### src/rtl/smdac_pkg.sv
package smdac_pkg;
   localparam int BYTE_W = 8;
   localparam int MAG_W  = BYTE_W - 1;
   localparam int BIT_CW = $clog2(BYTE_W);

   typedef enum logic [3:0] {
      ST_IDLE,
      ST_DEVADR,
      ST_DEVACK,
      ST_MEMADR,
      ST_MEMACK,
      ST_WDATA,
      ST_WACK,
      ST_RDATA,
      ST_RACK,
      ST_PARK
   } smdac_state_e;
endpackage

### src/rtl/smdac_sync.sv
module smdac_sync #(
   parameter int STAGES = 2
) (
   input  logic clk,
   input  logic rst_n,
   input  logic scl_i,
   input  logic sda_i,
   output logic sda_s,
   output logic scl_rise,
   output logic scl_fall,
   output logic start_ev,
   output logic stop_ev
);
   logic [STAGES-1:0] scl_sh, sda_sh;
   logic              scl_q, sda_q, scl_s;

   always_ff @(posedge clk or negedge rst_n) begin
      if (!rst_n) begin
         scl_sh <= '1;
         sda_sh <= '1;
         scl_q  <= 1'b1;
         sda_q  <= 1'b1;
      end else begin
         scl_sh <= {scl_sh[STAGES-2:0], scl_i};
         sda_sh <= {sda_sh[STAGES-2:0], sda_i};
         scl_q  <= scl_sh[STAGES-1];
         sda_q  <= sda_sh[STAGES-1];
      end
   end

   assign scl_s    = scl_sh[STAGES-1];
   assign sda_s    = sda_sh[STAGES-1];
   assign scl_rise = scl_s & ~scl_q;
   assign scl_fall = ~scl_s & scl_q;
   assign start_ev = scl_s & scl_q & sda_q & ~sda_s;
   assign stop_ev  = scl_s & scl_q & ~sda_q & sda_s;
endmodule

### src/rtl/smdac_engine.sv
module smdac_engine import smdac_pkg::*; #(
   parameter int           STRAP_W   = 2,
   parameter logic [6:0]   DEV_ADDR7 = 7'h48
) (
   input  logic               clk,
   input  logic               rst_n,
   input  logic               sda_s,
   input  logic               scl_rise,
   input  logic               scl_fall,
   input  logic               start_ev,
   input  logic               stop_ev,
   input  logic [STRAP_W-1:0] strap,
   input  logic [BYTE_W-1:0]  rd_data,
   output logic [BYTE_W-1:0]  ptr,
   output logic               wr_en,
   output logic [BYTE_W-1:0]  wr_data,
   output logic               sda_oe
);
   smdac_state_e        st;
   logic [BYTE_W-1:0]   shreg;
   logic [BIT_CW-1:0]   bitcnt;
   logic                rw_q;
   logic [BYTE_W-1:0]   rx_byte;
   logic                dev_hit;
   localparam logic [BIT_CW-1:0] LAST_BIT = BIT_CW'(BYTE_W - 1);

   assign rx_byte = {shreg[BYTE_W-2:0], sda_s};
   assign dev_hit = (rx_byte[BYTE_W-1:1] == {DEV_ADDR7[6:STRAP_W], strap});

   always_ff @(posedge clk or negedge rst_n) begin
      if (!rst_n) begin
         st      <= ST_IDLE;
         shreg   <= '0;
         bitcnt  <= '0;
         rw_q    <= 1'b0;
         ptr     <= '0;
         wr_en   <= 1'b0;
         wr_data <= '0;
         sda_oe  <= 1'b0;
      end else begin
         wr_en <= 1'b0;
         if (start_ev) begin
            st     <= ST_DEVADR;
            bitcnt <= '0;
            sda_oe <= 1'b0;
         end else if (stop_ev) begin
            st     <= ST_IDLE;
            bitcnt <= '0;
            sda_oe <= 1'b0;
         end else begin
            case (st)
               ST_DEVADR, ST_MEMADR, ST_WDATA: begin
                  if (scl_rise) begin
                     shreg <= rx_byte;
                     if (bitcnt == LAST_BIT) begin
                        bitcnt <= '0;
                        if (st == ST_DEVADR) begin
                           if (dev_hit) begin
                              rw_q <= rx_byte[0];
                              st   <= ST_DEVACK;
                           end else begin
                              st   <= ST_PARK;
                           end
                        end else if (st == ST_MEMADR) begin
                           ptr <= rx_byte;
                           st  <= ST_MEMACK;
                        end else begin
                           wr_en   <= 1'b1;
                           wr_data <= rx_byte;
                           st      <= ST_WACK;
                        end
                     end else begin
                        bitcnt <= bitcnt + 1'b1;
                     end
                  end
               end
               ST_DEVACK, ST_MEMACK, ST_WACK: begin
                  if (scl_fall) begin
                     if (bitcnt == '0) begin
                        sda_oe <= 1'b1;
                        bitcnt <= BIT_CW'(1);
                     end else begin
                        bitcnt <= '0;
                        sda_oe <= 1'b0;
                        if (st == ST_DEVACK) begin
                           if (rw_q) begin
                              st     <= ST_RDATA;
                              sda_oe <= ~rd_data[BYTE_W-1];
                              shreg  <= {rd_data[BYTE_W-2:0], 1'b0};
                           end else begin
                              st <= ST_MEMADR;
                           end
                        end else if (st == ST_MEMACK) begin
                           st <= ST_WDATA;
                        end else begin
                           st <= ST_PARK;
                        end
                     end
                  end
               end
               ST_RDATA: begin
                  if (scl_fall) begin
                     if (bitcnt == LAST_BIT) begin
                        sda_oe <= 1'b0;
                        bitcnt <= '0;
                        st     <= ST_RACK;
                     end else begin
                        sda_oe <= ~shreg[BYTE_W-1];
                        shreg  <= {shreg[BYTE_W-2:0], 1'b0};
                        bitcnt <= bitcnt + 1'b1;
                     end
                  end
               end
               ST_RACK: begin
                  if (scl_rise) begin
                     if (sda_s) st <= ST_PARK;
                     else       bitcnt <= BIT_CW'(1);
                  end else if (scl_fall && bitcnt != '0) begin
                     bitcnt <= '0;
                     st     <= ST_RDATA;
                     sda_oe <= ~rd_data[BYTE_W-1];
                     shreg  <= {rd_data[BYTE_W-2:0], 1'b0};
                  end
               end
               default: ;
            endcase
         end
      end
   end
endmodule

### src/rtl/smdac_bank.sv
module smdac_bank import smdac_pkg::*; #(
   parameter int               N_CH     = 4,
   parameter logic [BYTE_W-1:0] BASE_ADR = 8'hF8
) (
   input  logic                  clk,
   input  logic                  rst_n,
   input  logic [BYTE_W-1:0]     ptr,
   input  logic                  wr_en,
   input  logic [BYTE_W-1:0]     wr_data,
   output logic [BYTE_W-1:0]     rd_data,
   output logic [N_CH-1:0]       ch_sign,
   output logic [N_CH*MAG_W-1:0] ch_mag,
   output logic [N_CH-1:0]       ch_active
);
   localparam int IDX_W = $clog2(N_CH);

   logic [BYTE_W-1:0] regs [N_CH];
   logic [BYTE_W-1:0] off;
   logic              hit;
   logic [IDX_W-1:0]  idx;

   assign off = ptr - BASE_ADR;
   assign hit = (off < BYTE_W'(N_CH));
   assign idx = off[IDX_W-1:0];

   for (genvar i = 0; i < N_CH; i++) begin : g_ch
      always_ff @(posedge clk or negedge rst_n) begin
         if (!rst_n)
            regs[i] <= '0;
         else if (wr_en && hit && idx == IDX_W'(i))
            regs[i] <= wr_data;
      end
      assign ch_sign[i]                 = regs[i][BYTE_W-1];
      assign ch_mag[i*MAG_W +: MAG_W]   = regs[i][MAG_W-1:0];
      assign ch_active[i]               = |regs[i][MAG_W-1:0];
   end

   always_comb begin
      rd_data = '0;
      for (int i = 0; i < N_CH; i++)
         if (hit && idx == IDX_W'(i)) rd_data = regs[i];
   end
endmodule

### src/rtl/smdac_i2c_regs.sv
module smdac_i2c_regs import smdac_pkg::*; #(
   parameter int                N_CH        = 4,
   parameter int                SYNC_STAGES = 2,
   parameter int                STRAP_W     = 2,
   parameter logic [6:0]        DEV_ADDR7   = 7'h48,
   parameter logic [BYTE_W-1:0] BASE_ADR    = 8'hF8
) (
   input  logic                  clk,
   input  logic                  rst_n,
   input  logic                  scl_i,
   input  logic                  sda_i,
   output logic                  sda_o,
   output logic                  sda_oe,
   input  logic [STRAP_W-1:0]    addr_strap,
   output logic [N_CH-1:0]       ch_sign,
   output logic [N_CH*MAG_W-1:0] ch_mag,
   output logic [N_CH-1:0]       ch_active
);
   if (N_CH < 2 || N_CH > 16) begin : g_bad_nch
      $error("N_CH out of range");
   end
   if (SYNC_STAGES < 2) begin : g_bad_sync
      $error("SYNC_STAGES must be at least 2");
   end
   if (STRAP_W < 1 || STRAP_W > 6) begin : g_bad_strap
      $error("STRAP_W out of range");
   end
   if (int'(BASE_ADR) + N_CH > 256) begin : g_bad_base
      $error("register window exceeds memory address space");
   end

   logic              sda_s, scl_rise, scl_fall, start_ev, stop_ev;
   logic [BYTE_W-1:0] ptr, rd_data, wr_data;
   logic              wr_en;

   smdac_sync #(.STAGES(SYNC_STAGES)) u_sync (
      .clk      (clk),
      .rst_n    (rst_n),
      .scl_i    (scl_i),
      .sda_i    (sda_i),
      .sda_s    (sda_s),
      .scl_rise (scl_rise),
      .scl_fall (scl_fall),
      .start_ev (start_ev),
      .stop_ev  (stop_ev)
   );

   smdac_engine #(.STRAP_W(STRAP_W), .DEV_ADDR7(DEV_ADDR7)) u_eng (
      .clk      (clk),
      .rst_n    (rst_n),
      .sda_s    (sda_s),
      .scl_rise (scl_rise),
      .scl_fall (scl_fall),
      .start_ev (start_ev),
      .stop_ev  (stop_ev),
      .strap    (addr_strap),
      .rd_data  (rd_data),
      .ptr      (ptr),
      .wr_en    (wr_en),
      .wr_data  (wr_data),
      .sda_oe   (sda_oe)
   );

   smdac_bank #(.N_CH(N_CH), .BASE_ADR(BASE_ADR)) u_bank (
      .clk       (clk),
      .rst_n     (rst_n),
      .ptr       (ptr),
      .wr_en     (wr_en),
      .wr_data   (wr_data),
      .rd_data   (rd_data),
      .ch_sign   (ch_sign),
      .ch_mag    (ch_mag),
      .ch_active (ch_active)
   );

   assign sda_o = 1'b0;
endmodule

### config.mk
export PLATFORM = sky130hd
export DESIGN_NAME = smdac_i2c_regs
export DESIGN_NICKNAME = d
export VERILOG_FILES = /design/src/rtl/smdac_pkg.sv /design/src/rtl/smdac_sync.sv /design/src/rtl/smdac_engine.sv /design/src/rtl/smdac_bank.sv /design/src/rtl/smdac_i2c_regs.sv
export SDC_FILE = /design/constraint.sdc
export NUM_CORES = 1
export LEC_CHECK = 0
export ABC_AREA = 1
export BUFFER_PORTS_ARGS = -buffer_cell sky130_fd_sc_hd__buf_2
export CELL_PAD_IN_SITES_DETAIL_PLACEMENT = 1
export CELL_PAD_IN_SITES_GLOBAL_PLACEMENT = 1
export CORE_MARGIN = 2
export CORE_UTILIZATION = 45
export DETAILED_ROUTE_END_ITERATION = 6
export PLACE_DENSITY_LB_ADDON = 0.1
export SYNTH_ARGS = -nofsm -noshare
export SYNTH_HDL_FRONTEND = slang
export SYNTH_SLANG_ARGS = --single-unit
### constraint.sdc
create_clock -name clk -period 3.55 [get_ports clk]
set_input_delay 0.355 -clock clk [delete_from_list [all_inputs] [get_ports clk]]
set_output_delay 0.355 -clock clk [all_outputs]
set_load 0.01 [all_outputs]
After elaboration in Yosys (flattened, before gate mapping)
Index checks and enable logic that the tools add are counted.
{"block": "totals", "word_cells": 159, "reg_bits": 72, "output_inout_bits": 38}
{"block": "op_classes", "addsub": 2, "n_lt_le_gt_ge": 1, "n_mux": 61, "bitwise_logic": 17, "n_eq_ne": 33, "n_reduce_logical": 29}
{"operator": "2-to-1 mux 8 bit", "n": 13}
{"operator": "2-to-1 mux 4 bit", "n": 15}
{"operator": "one-hot mux 8 bit (4 select lines)", "n": 1}
{"operator": "2-to-1 mux 3 bit", "n": 10}
{"operator": "OR reduction 7 bit", "n": 4}
{"operator": "AND reduction 7 bit", "n": 3}
{"operator": "!= test 4 x 3 -> 1 bit (second input constant)", "n": 5}
{"operator": "2-to-1 mux 1 bit", "n": 18}
{"operator": "equality test 4 x 3 -> 1 bit (second input constant)", "n": 4}
{"operator": "one-hot mux 4 bit (4 select lines)", "n": 1}
{"operator": "!= test 4 bit (second input constant)", "n": 3}
{"operator": "one-hot mux 3 bit (4 select lines)", "n": 1}
{"operator": "AND reduction 12 bit", "n": 1}
{"operator": "logical AND 1 bit", "n": 10}
{"operator": "!= test 2 x 1 -> 1 bit (second input constant)", "n": 5}
{"operator": "!= test 5 bit (second input constant)", "n": 2}
{"operator": "NOT 1 bit", "n": 10}
{"operator": "AND reduction 9 bit", "n": 1}
{"operator": "equality test 4 x 2 -> 1 bit (second input constant)", "n": 2}
{"operator": "less-than comparator 8 x 3 -> 1 bit (second input constant)", "n": 1}
{"operator": "!= test 2 bit (second input constant)", "n": 4}
{"operator": "subtractor 8 bit (second input constant)", "n": 1}
{"operator": "bitwise AND 1 bit", "n": 7}
{"operator": "equality test 7 bit", "n": 1}
{"operator": "18 further kinds", "n": 20}

Logic depth before layout (Yosys ltp)
Gate-level depths: netlist of the first run.
{"block": "logic_depth", "ltp_word": 15, "depth_mapped": 12}

Hierarchy
A second synthesis of the first run with hierarchy kept.
{"block": "hier_totals", "hier_cells": 538, "hier_area_um2": 4098.9}
{"module": "smdac_engine", "area_each_um2": 2063.2, "cells_per_inst": 296, "seq_area_each_um2": 850.8, "n_inst": 1}
{"module": "smdac_bank", "area_each_um2": 1825.5, "cells_per_inst": 223, "seq_area_each_um2": 800.8, "n_inst": 1}
{"module": "smdac_sync", "area_each_um2": 198.9, "cells_per_inst": 17, "seq_area_each_um2": 157.7, "n_inst": 1}
{"module": "smdac_i2c_regs", "area_each_um2": 11.3, "cells_per_inst": 2, "seq_area_each_um2": 0.0, "n_inst": 1}

Worst setup path after synthesis of the first run
Ideal clock, no wire load.
{"block": "synth_path", "path_kind": "reg2reg", "from": "register u_eng.ptr[4]", "to": "register u_bank.regs, in the netlist u_bank.ch_mag[13]", "stages_incl_launch_ff": 11, "slack_ns": 1.708, "required_time_ns": 3.431, "arrival_time_ns": 1.723, "setup_time_ns": 0.119, "cell_sequence": "dfrtp_1 > ha_1 > inv_1 > nand3_1 > nor2_4 > nand2_2 > nor3_4 > nand2_2 > buf_4 > nand2_1 > o21ai_2"}
{"block": "synth_between", "elab_chain_cells": 4}
{"element": "start: declaration", "line": "smdac_engine.sv:14", "rtl": "output logic [BYTE_W-1:0] ptr,"}
{"element": "start signal: assignment", "line": "smdac_engine.sv:65", "rtl": "ptr <= rx_byte;"}
{"element": "subtractor 8 bit", "line": "smdac_bank.sv:22", "rtl": "assign off = ptr - BASE_ADR;"}
{"element": "less-than comparator 8 x 3 -> 1 bit", "line": "smdac_bank.sv:23", "rtl": "assign hit = (off < BYTE_W'(N_CH));"}
{"element": "logical AND 1 bit (2 in a row)", "line": "smdac_bank.sv:30", "rtl": "else if (wr_en && hit && idx == IDX_W'(i))"}
{"element": "end signal: indexed assignment", "line": "smdac_bank.sv:31", "rtl": "regs[i] <= wr_data;"}
{"element": "end: declaration", "line": "smdac_bank.sv:17", "rtl": "logic [BYTE_W-1:0] regs [N_CH];"}
Every way passes these cells.
A chain may end at the register's enable or synchronous reset.

Worst setup path after layout of the first run
{"block": "layout_path", "from": "register u_sync.scl_sh[1]", "to": "register u_eng.wr_data[1]"}
{"block": "layout_between", "elab_chain_cells": 5, "elab_cells_between_ends": 9, "cone_classes": "bitwise: 8; reduce/logical: 1"}
{"element": "start: declaration", "line": "smdac_sync.sv:14", "rtl": "logic [STAGES-1:0] scl_sh, sda_sh;"}
{"element": "start signal: assignment", "line": "smdac_sync.sv:24", "rtl": "scl_sh <= {scl_sh[STAGES-2:0], scl_i};"}
{"element": "bitwise AND 1 bit", "line": "smdac_sync.sv:35, smdac_sync.sv:36"}
{"element": "bitwise AND 1 bit (on tied branches) (2 in a row)", "line": "smdac_sync.sv:36, smdac_sync.sv:35"}
{"element": "NOT 1 bit (no source line)"}
{"element": "AND reduction 7 bit (no source line) *"}
{"element": "end signal: assignment", "line": "smdac_engine.sv:69", "rtl": "wr_data <= rx_byte;"}
{"element": "end: declaration", "line": "smdac_engine.sv:16", "rtl": "output logic [BYTE_W-1:0] wr_data,"}
Every way passes the cells marked *; elsewhere a longest branch is shown, timed or not.

==> results, run 1 <==
- The detailed-router iteration count before antenna repair is 4.
- The analysis attributes to cell leakage a power of 2.04 nW.
- For this block, the initial DRC count from the detailed router was approximately 130.
- The path class of the tightest hold or removal check is in2async.
- In this run the power spent charging and discharging nets is 1.20 mW.
- The count of buffers inserted at the top-level ports is 42.
- The run finished with clean final reports.
- Yosys mapped the design onto 39 distinct sky130hd cell types.
- The routed design has 10600 um of wire.
- The number of hold buffers added after CTS was 0.
- The period utilization is between 60% and 70%.
- The clock-pin slew of the registers on the worst-case setup and hold paths is 0.08 ns.
- Dividing the detail-routed via count by the number of cells gives approximately 5.4.
- At the pin with the least slew margin, the transition time is 0.781 ns.
- TritonCTS built the clock tree.
- The last weighted congestion value of the routability-driven placer is 0.863.
- Max-cap violations in this run came to 0.
- Once detailed placement completed, the half-perimeter wirelength came to ~7900 um.
- Dividing the detail-routed wire length by the instance count gives 17.6 um.
- The proportion of layout cells with a drive suffix above 1 is between 20% and 30%.
- The library cell used as clock root buffer is clkbuf_8.
- Setup repair after global routing left no endpoint under its margin.
- The total internal power is 1.63 mW.
- Once the clock tree was built, the setup fixing pass inserted 0 buffers.
- The peak supply drop is ~380 uV.
- Based on the critical path, the design can be clocked at up to around 450 MHz.
- The synthesized netlist cell count is roughly 450.
- The number of CTS-inserted buffers is 9.
- By area the synthesized netlist is led by dfrtp_1 (44%), nand2_1 (10%), o21ai_0 (4.6%).
- The number of clock sinks is 72.
- For this design the top-level I/O count stands at 44.
- In this run, synthesis produced a sequential element count of roughly 70.
- Global routing used around 26% of the available tracks across all layers.
- The share of total power dissipated in sequential elements is between 30% and 40%.
- The worst setup path is captured at a flop.
- The pin count of the biggest net entering global routing is 29.
- The post-place setup slack is ~1.3 ns.
- Of all cell types, the one taking the most synthesized area is dfrtp_1.
- The maximum clock insertion buffer count is 2.
- In this run the core area contains 33 standard-cell rows.
- Summing over every cut layer, the via total after detailed routing is 3232.
- The critical path in this run is classified as reg2reg.
- Measured against its own limit, the worst slew margin works out to between 40% and 50%.
- The share of the yosys chip area belonging to registers is 47.8%.
- For the final database, setup skew stands at 0.00898 ns.
- The timing startpoint of the critical path is u_sync.scl_sh[1].
- The arrival time at the worst endpoint is 2.44 ns.
- The starting density of the core is 46.3%.
- The setup violation total in the final timing report is 0.
- The H-tree depth reported by CTS is 3.
- STA puts the critical path data required time at about 3.8 ns.
- The core footprint is between 8000 and 9000 sq um.
- The number of endpoints with negative hold slack in the final report is 0.
- The insertion delay of the later-clocked pin in the worst-skew pair is 0.35 ns.
- In this run the vertical extent of the chip is 95.8 um.
- The repair_antennas step left the layout with diodes totalling 0.
- The die covers 9170 sq um.
- The tightest hold margin is ~0.01 ns.
- The worst setup margin is ~1.3 ns.
- The Yosys step of the flow raised 0 warnings.
- The number of antenna violations at the first check in global routing is 0.
- The largest fanout on the critical path is 17.
- After clock tree synthesis, the repair step resized 0 gates.
- The fraction of synthesized cell area taken by the top area cell type is 43.6%.
- In this run the remaining antenna-violating nets after routing total 0.
- In the final timing run, aggregate negative setup slack is 0 ns.
- In the synthesized netlist the async set-or-reset flop fraction comes to 100%.
- The first global-routing pass estimated between 15000 and 20000 um of wire.
- The post-detailed-route DRC marker count is 0.
- The number of global-route vias before repair came to 3272.
- The number of max-slew violations in the final report is 0.
- Leaving out filler cells and counting taps, the final layout contains 603.
- The total overflow left after global routing is 0.
- In this run, placement finished with an instance count of just under 600.
- In this run the mean area of a mapped cell was 8.46 sq um.
- The synthesized design contains 0 enable-type register cells.
- Relative to the synthesized area, the layout overhead comes to 12.8%.
- The relative contribution of combinational cells to total power is between 30 and 40%.
- The die is between 90 and 100 um wide.
- The count of fill cells added during filler insertion is between 1000 and 1500.
- Of the total power, the clock network draws 23.4%.
- STA classifies the critical path startpoint as a flop.
- For the finished layout, the period the worst path requires is 2.24 ns.
- The cell area that synthesis handed to floorplanning was ~3800 sq um.
- The startpoint of the worst-slack reg-to-reg timing path is u_sync.scl_sh[1].
- At the end of the flow, the number of nets in the layout was around 500.
- Counting cells, the worst reg-to-reg path comes to 5.
- Dividing total power by cell area gives a power density of 662 nW/um^2.
- The number of nets in the synthesized netlist is around 460.
- The switching share of power is ~43%.
- The prevailing post-synth register cell is dfrtp_1.
logic make-up after synthesis:
family	share of synthesized area (%)
adders and majority gates	1.32
xor gates and xnor gates	0.462
muxes	1.19
other	0.0990
DFF	47.8
buffers and inverters	6.31
AOI/OAI and AO/OA	13.9
and+or+nand+nor	29.0
critical path, cell delays in order, from the launching register on:
cell and delay [ns]:
dfstp_2 0.55, inv_1 0.06, nor2_2 0.36, nand2_1 0.21, nor4_4 0.70, o21ai_0 0.20
layout by cell type, fill, tap and decap left out, drive strengths merged:
cell type	instances
nand2	120
dfrtp	66
o21ai	66
inv	46
nor2	45
buf	44
nand3	32
a21oi	20
nor3	11
clkbuf	9
dfstp	6
nand4	5
nor4	5
mux2	4
ha	4
clkinvlp	3
xnor2	2
clkinv	2
o31ai	2
or2	1
nand3b	1
o221ai	1
a31oi	1
conb	1
bufinv	1
state kept, by name, summed over array words and instances (netlist names):
signal,flops
u_sync.scl_sh,2
u_bank.ch_mag,28
u_sync.sda_q,1
u_sync.scl_q,1
u_eng.shreg,8
u_sync.sda_sh,2
u_eng.wr_data,8
u_eng.rw_q,1
u_eng.sda_oe,1
u_bank.ch_sign,4
u_eng.st,4
u_eng.wr_en,1
u_eng.bitcnt,3
u_eng.ptr,8
layer usage:
metal / up-vias / GRT usage, % / routed length [um]
met3: 12 / 3.29 / 389
met5: - / 0 / 0
met4: 0 / 7.98 / 142
met1: 1592 / 39.9 / 5440
met2: 60 / 36.9 / 4620
li1: 1568 / - / -
synthesized netlist by cell type, types with 2 or more instances:
| master | instances |
|---|---|
| a21oi_1 | 19 |
| buf_2 | 4 |
| buf_4 | 2 |
| buf_6 | 2 |
| clkbuf_1 | 2 |
| dfrtp_1 | 66 |
| dfstp_2 | 6 |
| ha_1 | 4 |
| inv_1 | 38 |
| inv_2 | 5 |
| inv_4 | 2 |
| mux2_2 | 4 |
| nand2_1 | 104 |
| nand2_2 | 15 |
| nand3_1 | 27 |
| nand3_2 | 4 |
| nand4_1 | 5 |
| nor2_1 | 36 |
| nor2_2 | 4 |
| nor2_4 | 5 |
| nor3_1 | 8 |
| nor3_4 | 3 |
| nor4_1 | 4 |
| o21ai_0 | 35 |
| o21ai_1 | 20 |
| o21ai_2 | 10 |
| xnor2_1 | 2 |
path summary, 6_finish.rpt:
check | end | slack [ns]
setup reg to reg | u_eng.wr_data[1] | 1.31
setup / recovery | u_eng.wr_data[1] | 1.31
max in group asynchronous | u_eng.wr_data[4] | 2.74
hold reg to reg | u_sync.sda_sh[1] | 0.35
hold / removal | u_bank.ch_mag[7] | 0.01
min in group clk | u_sync.sda_sh[0] | 0.10
power by group through the flow:
stage	Clock (mW)	Combinational [mW]	Sequential [mW]
after global placement	0	1.06	1.08
after global routing	0.709	1.26	1.09
after CTS	0.676	1.10	1.07
after floorplan	0	0.898	1.03
final	0.663	1.10	1.07
after detailed placement	0	1.10	1.09
cell type report:
cell class	instances	area, sq um	area share (%)
clock inverters	7	71.3	1.67
clock buffers	9	124	2.90
flip-flops and latches	72	1810	42.3
repair buffers	44	225	5.27
well taps	105	131	3.07
inverters	45	174	4.07
multi-input cells	321	1740	40.7
per-stage QoR:
stage	instance area [sq um]	total power [mW]	util, %
final	4280	2.83	52.3
after global routing	4280	3.06	52.3
after CTS	4280	2.85	52.3
after detailed placement	4080	2.18	49.9
after global placement	4080	2.14	49.9
after floorplan	3790	1.93	-
No activity file was read; power rests on OpenSTA's default activity.
==> inputs of run 2 (changes only) <==
--- a/config.mk
+++ b/config.mk
@@ -10,7 +10,7 @@
 export CELL_PAD_IN_SITES_DETAIL_PLACEMENT = 1
 export CELL_PAD_IN_SITES_GLOBAL_PLACEMENT = 1
 export CORE_MARGIN = 2
-export CORE_UTILIZATION = 45
+export CORE_UTILIZATION = 40
 export DETAILED_ROUTE_END_ITERATION = 6
 export PLACE_DENSITY_LB_ADDON = 0.1
 export SYNTH_ARGS = -nofsm -noshare
==> constraint.sdc (replaced) <==
create_clock -name clk -period 1.9 [get_ports clk]
set_input_delay 0.19 -clock clk [delete_from_list [all_inputs] [get_ports clk]]
set_output_delay 0.19 -clock clk [all_outputs]
set_load 0.01 [all_outputs]
==> results, run 2 (synthesis results as in run 1) <==
- The net count of the finished layout is 534 (+6.2%).
- The TritonCTS clock tree is yes.
- The number of CTS-inserted buffers was 9 (unchanged).
- The cell area after placement is 4240 sq um (+4.0%).
- The count of fill cells added during filler insertion is 1115 (+7.4%).
- The clock-pin slew of the registers on the worst-case setup and hold paths came to 0.08 ns (about the same).
- The library cell used most frequently in the layout, excluding fill and tap cells, is nand2_1.
- The power per unit of standard cell area is 1280 nW/um^2 (+93%).
- The static leakage was 2.29 nW (+13%).
- The number of antenna violations at the first check in global routing is 0 (unchanged).
- The aggregate global routing overflow was 0 (unchanged).
- The final core utilization came to 52.4% (+0.085 points).
- The detailed placer's ending HPWL was 8330 um (+5.0%).
- The I/O pin count came to 44 (unchanged).
- In this run the worst hold path is classified as in2async.
- The starting density of the core was 41.2% (-5.1 points).
- The overall die width is 101 um (+5.8%).
- The critical path in this run is classified as reg2reg.
- The H-tree depth reported by CTS was 3 (unchanged).
- The pin count of the biggest net entering global routing is 39 (+34%).
- The proportion of layout cells with a drive suffix above 1 is 35.5% (+10 points).
- The number of clock sinks was 72 (unchanged).
- The number of flip-flops under the largest register name is 28 (unchanged).
- The post-place setup slack is -0.0575 ns (-1.38 ns).
- The worst setup margin is -0.00852 ns (-1.32 ns).
- The number of max-slew violations in the final report was 0 (unchanged).
- The design area is 4820 sq um (+13%).
- The insertion delay of the later-clocked pin in the worst-skew pair was 0.36 ns (about the same).
- The clock period minus worst slack is 1.91 ns (-0.330 ns).
- The number of global-route vias before repair is 3579 (+9.4%).
- The arrival time at the worst endpoint was 2.19 ns (-0.25 ns).
- The largest fanout on the critical path is 7 (-10).
- The worst-case register-to-register setup slack is -0.009 ns (-1.32 ns).
- The maximum clock skew at final layout is 0.00926 ns (+0.000283 ns).
- The post-synthesis to final-layout area growth is 27.1%.
- The wire length after detailed routing is 11700 um (+11%).
- The detailed-router iteration count before antenna repair was 4 (unchanged).
- The highest attainable clock frequency is 524 MHz (+17%).
- The average wire per cell in the routed design is 18.3 um (+4.2%).
- The number of diodes added for antenna fixing is 0 (unchanged).
- The logic depth of the worst register-to-register path is 10 (+5).
- The run finished, with violations left.
- The worst register-to-register path ends at u_eng.shreg[4].
- The required time of the critical path is 2.18 ns (-1.57 ns).
- The checks that failed: setup timing.
- The wire length of the first global-routing pass came to 18600 um (+6.9%).
- The total global-route track usage is 23.8% (-1.8 points).
- STA classifies the critical path startpoint as a flop.
- The period utilization is 100% (+37 points).
- The count of max-cap constraint violations is 0 (unchanged).
- The number of antenna-violating nets in the routed design is 0 (unchanged).
- The total number of placement rows is 35 (+6.1%).
- The detail-routed via count per cell is 5.31 (-0.94%).
- Setup repair after global routing could not meet its margin everywhere.
- The last weighted congestion value of the routability-driven placer is 0.824 (-4.5%).
- The initial detailed-routing violation count is 139 (+11%).
- The overall die height is 101 um (+5.8%).
- The count of buffers inserted at the top-level ports is 42 (unchanged).
- The peak supply drop came to 498 uV (+32%).
- The setup violation total in the final timing report is 1 (+1).
- The tree is rooted in a clkbuf_8.
- The core footprint came to 9200 sq um (+12%).
- In the layout the commonest cells are nand2_1 (97), dfrtp_1 (63), buf_2 (41).
- The post-detailed-route DRC marker count is 0 (unchanged).
- The maximum clock insertion buffer count came to 2 (unchanged).
- STA classifies the critical path endpoint as a flop.
- The via count came to 3398 (+5.1%).
- The area of the die is 10300 sq um (+12%).
- The startpoint identified for the worst register-to-register timing path is u_eng.ptr[3].
- The number of endpoints with negative hold slack in the final report was 0 (unchanged).
[run 2: cell count changes in the layout (fill, tap and decap cells not counted), moves of 4 or more]
cell,change
buf_4,+23
nand3_1,-10
a21oi_1,-8
a21oi_2,+7
nand2_1,-7
nand3_2,+7
nand3_4,+4
nor2_1,-4
[run 2: where the power goes]
group	total, mW	switching, mW	internal [mW]
Sequential	2.00	0.265	1.74
Clock	1.51	0.635	0.880
Combinational	2.63	1.68	0.946
[run 2: per-layer routing]
metal | vias to the layer above | global-route usage (%) | wire, um
li1 | 1627 | - | -
met1 | 1692 | 34.2 | 5600
met2 | 64 | 36.3 | 5540
met3 | 15 | 4.55 | 386
met4 | 0 | 8.11 | 187
met5 | - | 0 | 0
[run 2: worst max-delay path: stages, from the launching register on]
cell and delay (ns):
dfrtp_1 0.37, ha_1 0.23, nor2_1 0.10, o21ai_4 0.28, nand2_4 0.12, nor3_4 0.25, buf_6 0.16, nand2_1 0.07
nand3_2 0.07, nand2_1 0.07, a21oi_2 0.13
[run 2: how the worst max path moves through the flow]
stage / startpoint / cells past startpoint / endpoint
after floorplan: u_eng.ptr[4] / 10 / u_bank.ch_mag[13]
after global routing: u_eng.ptr[3] / 10 / u_eng.shreg[4]
after global placement: u_eng.ptr[3] / 9 / u_bank.ch_mag[14]
after CTS: u_eng.ptr[3] / 11 / u_eng.shreg[5]
final: u_eng.ptr[3] / 10 / u_eng.shreg[4]
after detailed placement: u_eng.ptr[3] / 9 / u_bank.ch_mag[14]
[run 2: cell type report]
| class | instances | area (sq um) | area share, % |
|---|---|---|---|
| clock buffers | 10 | 128 | 2.65 |
| well taps | 111 | 139 | 2.88 |
| inverters | 45 | 176 | 3.66 |
| multi-input cells | 322 | 1950 | 40.5 |
| flip-flops and latches | 72 | 1810 | 37.6 |
| clock inverters | 6 | 115 | 2.39 |
| repair inverters | 1 | 7.51 | 0.156 |
| repair buffers | 73 | 485 | 10.1 |
[run 2: timing repair]
item	4_1_cts	5_1_grt
gates resized for setup	6	49
endpoints found under the hold margin	34	0
hold buffers	3	0
setup endpoints to repair	16	56
cloned	2	0
pin swaps	2	13
buffers inserted	1	8
[run 2: through the flow]
| stage | total power [mW] | cells | hold WS [ns] | setup TNS (ns) |
|---|---|---|---|---|
| 4_1_cts | 5.90 | 632 | 0.350 | 0 |
| 3_5_place_dp | 4.26 | 610 | 0.181 | -0.276 |
| 5_1_grt | 6.56 | 640 | 0.362 | -1.99 |
| 2_1_floorplan | 3.60 | 448 | -0.106 | 0 |
| 3_3_place_gp | 4.19 | 610 | 0.175 | 0 |
| 6_report | 6.15 | 640 | 0.330 | -0.00852 |
==> inputs of run 3 (changes only) <==
--- a/config.mk
+++ b/config.mk
@@ -10,9 +10,10 @@
 export CELL_PAD_IN_SITES_DETAIL_PLACEMENT = 1
 export CELL_PAD_IN_SITES_GLOBAL_PLACEMENT = 1
 export CORE_MARGIN = 2
-export CORE_UTILIZATION = 40
+export CORE_UTILIZATION = 44
 export DETAILED_ROUTE_END_ITERATION = 6
 export PLACE_DENSITY_LB_ADDON = 0.1
+export REMOVE_ABC_BUFFERS = 1
 export SYNTH_ARGS = -nofsm -noshare
 export SYNTH_HDL_FRONTEND = slang
 export SYNTH_SLANG_ARGS = --single-unit
==> constraint.sdc (replaced) <==
create_clock -name clk -period 2 [get_ports clk]
set_input_delay 0.2 -clock clk [delete_from_list [all_inputs] [get_ports clk]]
set_output_delay 0.2 -clock clk [all_outputs]
set_load 0.01 [all_outputs]
==> results, run 3 (synthesis results as in run 1) <==
- The flow ran to the end, and the final reports show no timing, DRC or antenna violations.
- The largest fanout on the critical path is 7 (unchanged).
- The proportion of layout cells with a drive suffix above 1 came to 30.9% (-4.7 points).
- The endpoint class of the critical path is a flop.
- The setup violation total in the final timing report is 0 (-1).
- The total global-route track usage was 24.0% (+0.17 points).
- The switching share of power is 40.9% (-1.1 points).
- The wire length of the first global-routing pass is 18000 um (-3.2%).
- The peak-usage layer in the global routing report is met2.
- The number of endpoints with negative hold slack in the final report was 0 (unchanged).
- The post-detailed-route DRC marker count is 0 (unchanged).
- The number of antenna-violating nets in the routed design was 0 (unchanged).
- The last weighted congestion value of the routability-driven placer is 0.843 (+2.3%).
- The number of flip-flops under the largest register name is 28 (unchanged).
- The number of CTS-inserted buffers is 9 (unchanged).
- The detail-routed via count per cell is 5.48 (+3.2%).
- The relative contribution of combinational cells to total power is 39.2% (-3.5 points).
- The number of global-route vias before repair is 3552 (-0.75%).
- The overall die width is 96.8 um (-4.5%).
- The insertion delay of the later-clocked pin in the worst-skew pair is 0.35 ns (about the same).
- The power per unit of standard cell area came to 1180 nW/um^2 (-7.4%).
- The setup path with the least slack is of type reg2reg.
- The met3 track demand over resource is 3.11% (-1.4 points).
- The highest attainable clock frequency is 514 MHz (-1.8%).
- The maximum clock skew at final layout is 0.0157 ns (+0.00642 ns).
- The endpoint identified for the worst register-to-register timing path is u_eng.shreg[2].
- In the layout the commonest cells are nand2_1 (101), dfrtp_1 (64), buf_2 (41).
- The relative contribution of the clock network to total power was 25.6% (+1.0 points).
- The post-place setup slack is -0.00479 ns (+0.0527 ns).
- The library cell used as clock root buffer is clkbuf_8.
- The area of the die is 9370 sq um (-8.7%).
- The wire length after detailed routing is 11200 um (-4.3%).
- The tightest min-delay check is of the in2async type.
- The TritonCTS clock tree is yes.
- The logic depth of the worst register-to-register path is 11 (+1).
- The required time of the critical path was 2.27 ns (+0.09 ns).
- The arrival time at the worst endpoint is 2.21 ns (+0.02 ns).
- The share of power burned in registers is 35.2% (+2.6 points).
- The count of buffers inserted at the top-level ports is 42 (unchanged).
- The worst-case register-to-register setup slack came to 0.06 ns (+0.06 ns).
- The H-tree depth reported by CTS is 3 (unchanged).
- The number of max-slew violations in the final report is 0 (unchanged).
- The static leakage is 2.21 nW (-3.5%).
- The peak supply drop is 476 uV (-4.5%).
- The global routing met2 resource utilization is 40.3% (+4.0 points).
- The type of origin of the critical path is a flop.
- The initial detailed-routing violation count is 124 (-11%).
- The detailed-router iteration count before antenna repair is 4 (unchanged).
- The number of antenna violations at the first check in global routing is 0 (unchanged).
- The net count of the finished layout is 523 (-2.1%).
- The maximum clock insertion buffer count is 2 (unchanged).
- The total internal power was 3.24 mW (-9.1%).
- The period utilization came to 97.2% (-3.2 points).
- The final core utilization is 55.9% (+3.5 points).
- The overall die height is 96.8 um (-4.5%).
- The number of clock sinks was 72 (unchanged).
- The total net switching power is 2.24 mW (-13%).
- The aggregate global routing overflow is 0 (unchanged).
- The via count is 3412 (+0.41%).
- The number of diodes added for antenna fixing is 0 (unchanged).
- The I/O pin count is 44 (unchanged).
- The total number of placement rows is 33 (-5.7%).
- The detailed placer's ending HPWL came to 8240 um (-1.1%).
- The pin count of the biggest net entering global routing is 47 (+21%).
- The library cell used most frequently in the layout, excluding fill and tap cells, is nand2_1.
- The core footprint was 8300 sq um (-9.8%).
- The average wire per cell in the routed design came to 18.0 um (-1.7%).
- The worst setup margin is 0.0559 ns (+0.0644 ns).
- The clock period minus worst slack is 1.94 ns (+0.0356 ns).
- The clock-pin slew of the registers on the worst-case setup and hold paths was 0.09 ns (about the same).
- The startpoint of the worst-slack reg-to-reg timing path is u_eng.ptr[3].
- The met1 track demand over resource is 33.1% (-1.1 points).
- The starting density of the core is 45.7% (+4.5 points).
- The post-synthesis to final-layout area growth is 22.4%.
- The count of max-cap constraint violations is 0 (unchanged).
## run 3: changes by cell type in the layout (fill, tap and decap cells not counted), moves of 4 or more
cell     delta
a21oi_1     +4
nand3_2     -4
a21oi_2     -4
nand2_1     +4
nand2_2     -4
buf_4      -10
nand3_1     +4
## run 3: routing by layer
layer  share of wire (%)  routed length, um
met3                 3.9                434
met5                   0                  0
met2                  48               5420
met4                 1.2                138
met1                  47               5220
## run 3: how the worst max path moves through the flow
stage	cells after the start	startpoint	slack [ns]	endpoint
floorplan	5	u_sync.scl_sh[1]	0.20	u_eng.wr_data[0]
global placement	9	u_eng.ptr[4]	0.13	u_bank.ch_mag[20]
detailed placement	10	u_eng.ptr[4]	-0.005	u_eng.shreg[2]
CTS	9	u_eng.ptr[3]	-0.01	u_bank.ch_mag[25]
global route	11	u_eng.ptr[3]	-0.03	u_eng.shreg[2]
finish	11	u_eng.ptr[3]	0.06	u_eng.shreg[2]
## run 3: power groups by stage
stage | sequential [mW] | combinational, mW | clock, mW
after floorplan | 1.85 | 1.53 | 0
after global placement | 1.92 | 1.93 | 0
after detailed placement | 1.94 | 2.01 | 0
after CTS | 1.91 | 2.05 | 1.42
after global routing | 1.95 | 2.41 | 1.48
final | 1.93 | 2.15 | 1.40
## run 3: stage by stage
| stage | std cells | power, mW | TNS (ns) | hold slack (ns) | area (sq um) |
|---|---|---|---|---|---|
| final | 623 | 5.48 | 0 | 0.300 | 4640 |
| after detailed placement | 597 | 3.95 | -0.00686 | 0.146 | 4180 |
| after global placement | 597 | 3.85 | 0 | 0.142 | 4180 |
| after global routing | 623 | 5.83 | -0.0586 | 0.348 | 4640 |
| after floorplan | 438 | 3.38 | 0 | -0.0956 | 3720 |
| after CTS | 619 | 5.39 | -0.0301 | 0.309 | 4500 |
## run 3: area by class of cell
class | instances | area [sq um]
multi-input cells | 321 | 1860
clock inverters | 5 | 106
well taps | 105 | 131
fillers | 1021 | 3660
clock buffers | 11 | 131
inverters | 45 | 176
flip-flops and latches | 72 | 1810
repair buffers | 63 | 410
repair inverters | 1 | 7.51
## run 3: worst max-delay path, stage by stage (launching register included)
cell     delay [ns]
dfrtp_1        0.40
ha_2           0.28
inv_1          0.07
nand3_2        0.09
nor2_4         0.19
nand2_4        0.10
nor3_4         0.21
buf_6          0.17
nand2_1        0.07
nand3_2        0.08
nand2_2        0.07
a21oi_2        0.14
## run 3: repair_timing
| action | 4_1_cts | 5_1_grt |
|---|---|---|
| setup buffers | 3 | 3 |
| resized for setup | 7 | 27 |
| cloned | 0 | 1 |
| hold buffers | 3 | 0 |
| setup endpoints to repair | 9 | 47 |
| hold endpoints to repair | 28 | 0 |
| pin swaps | 3 | 7 |
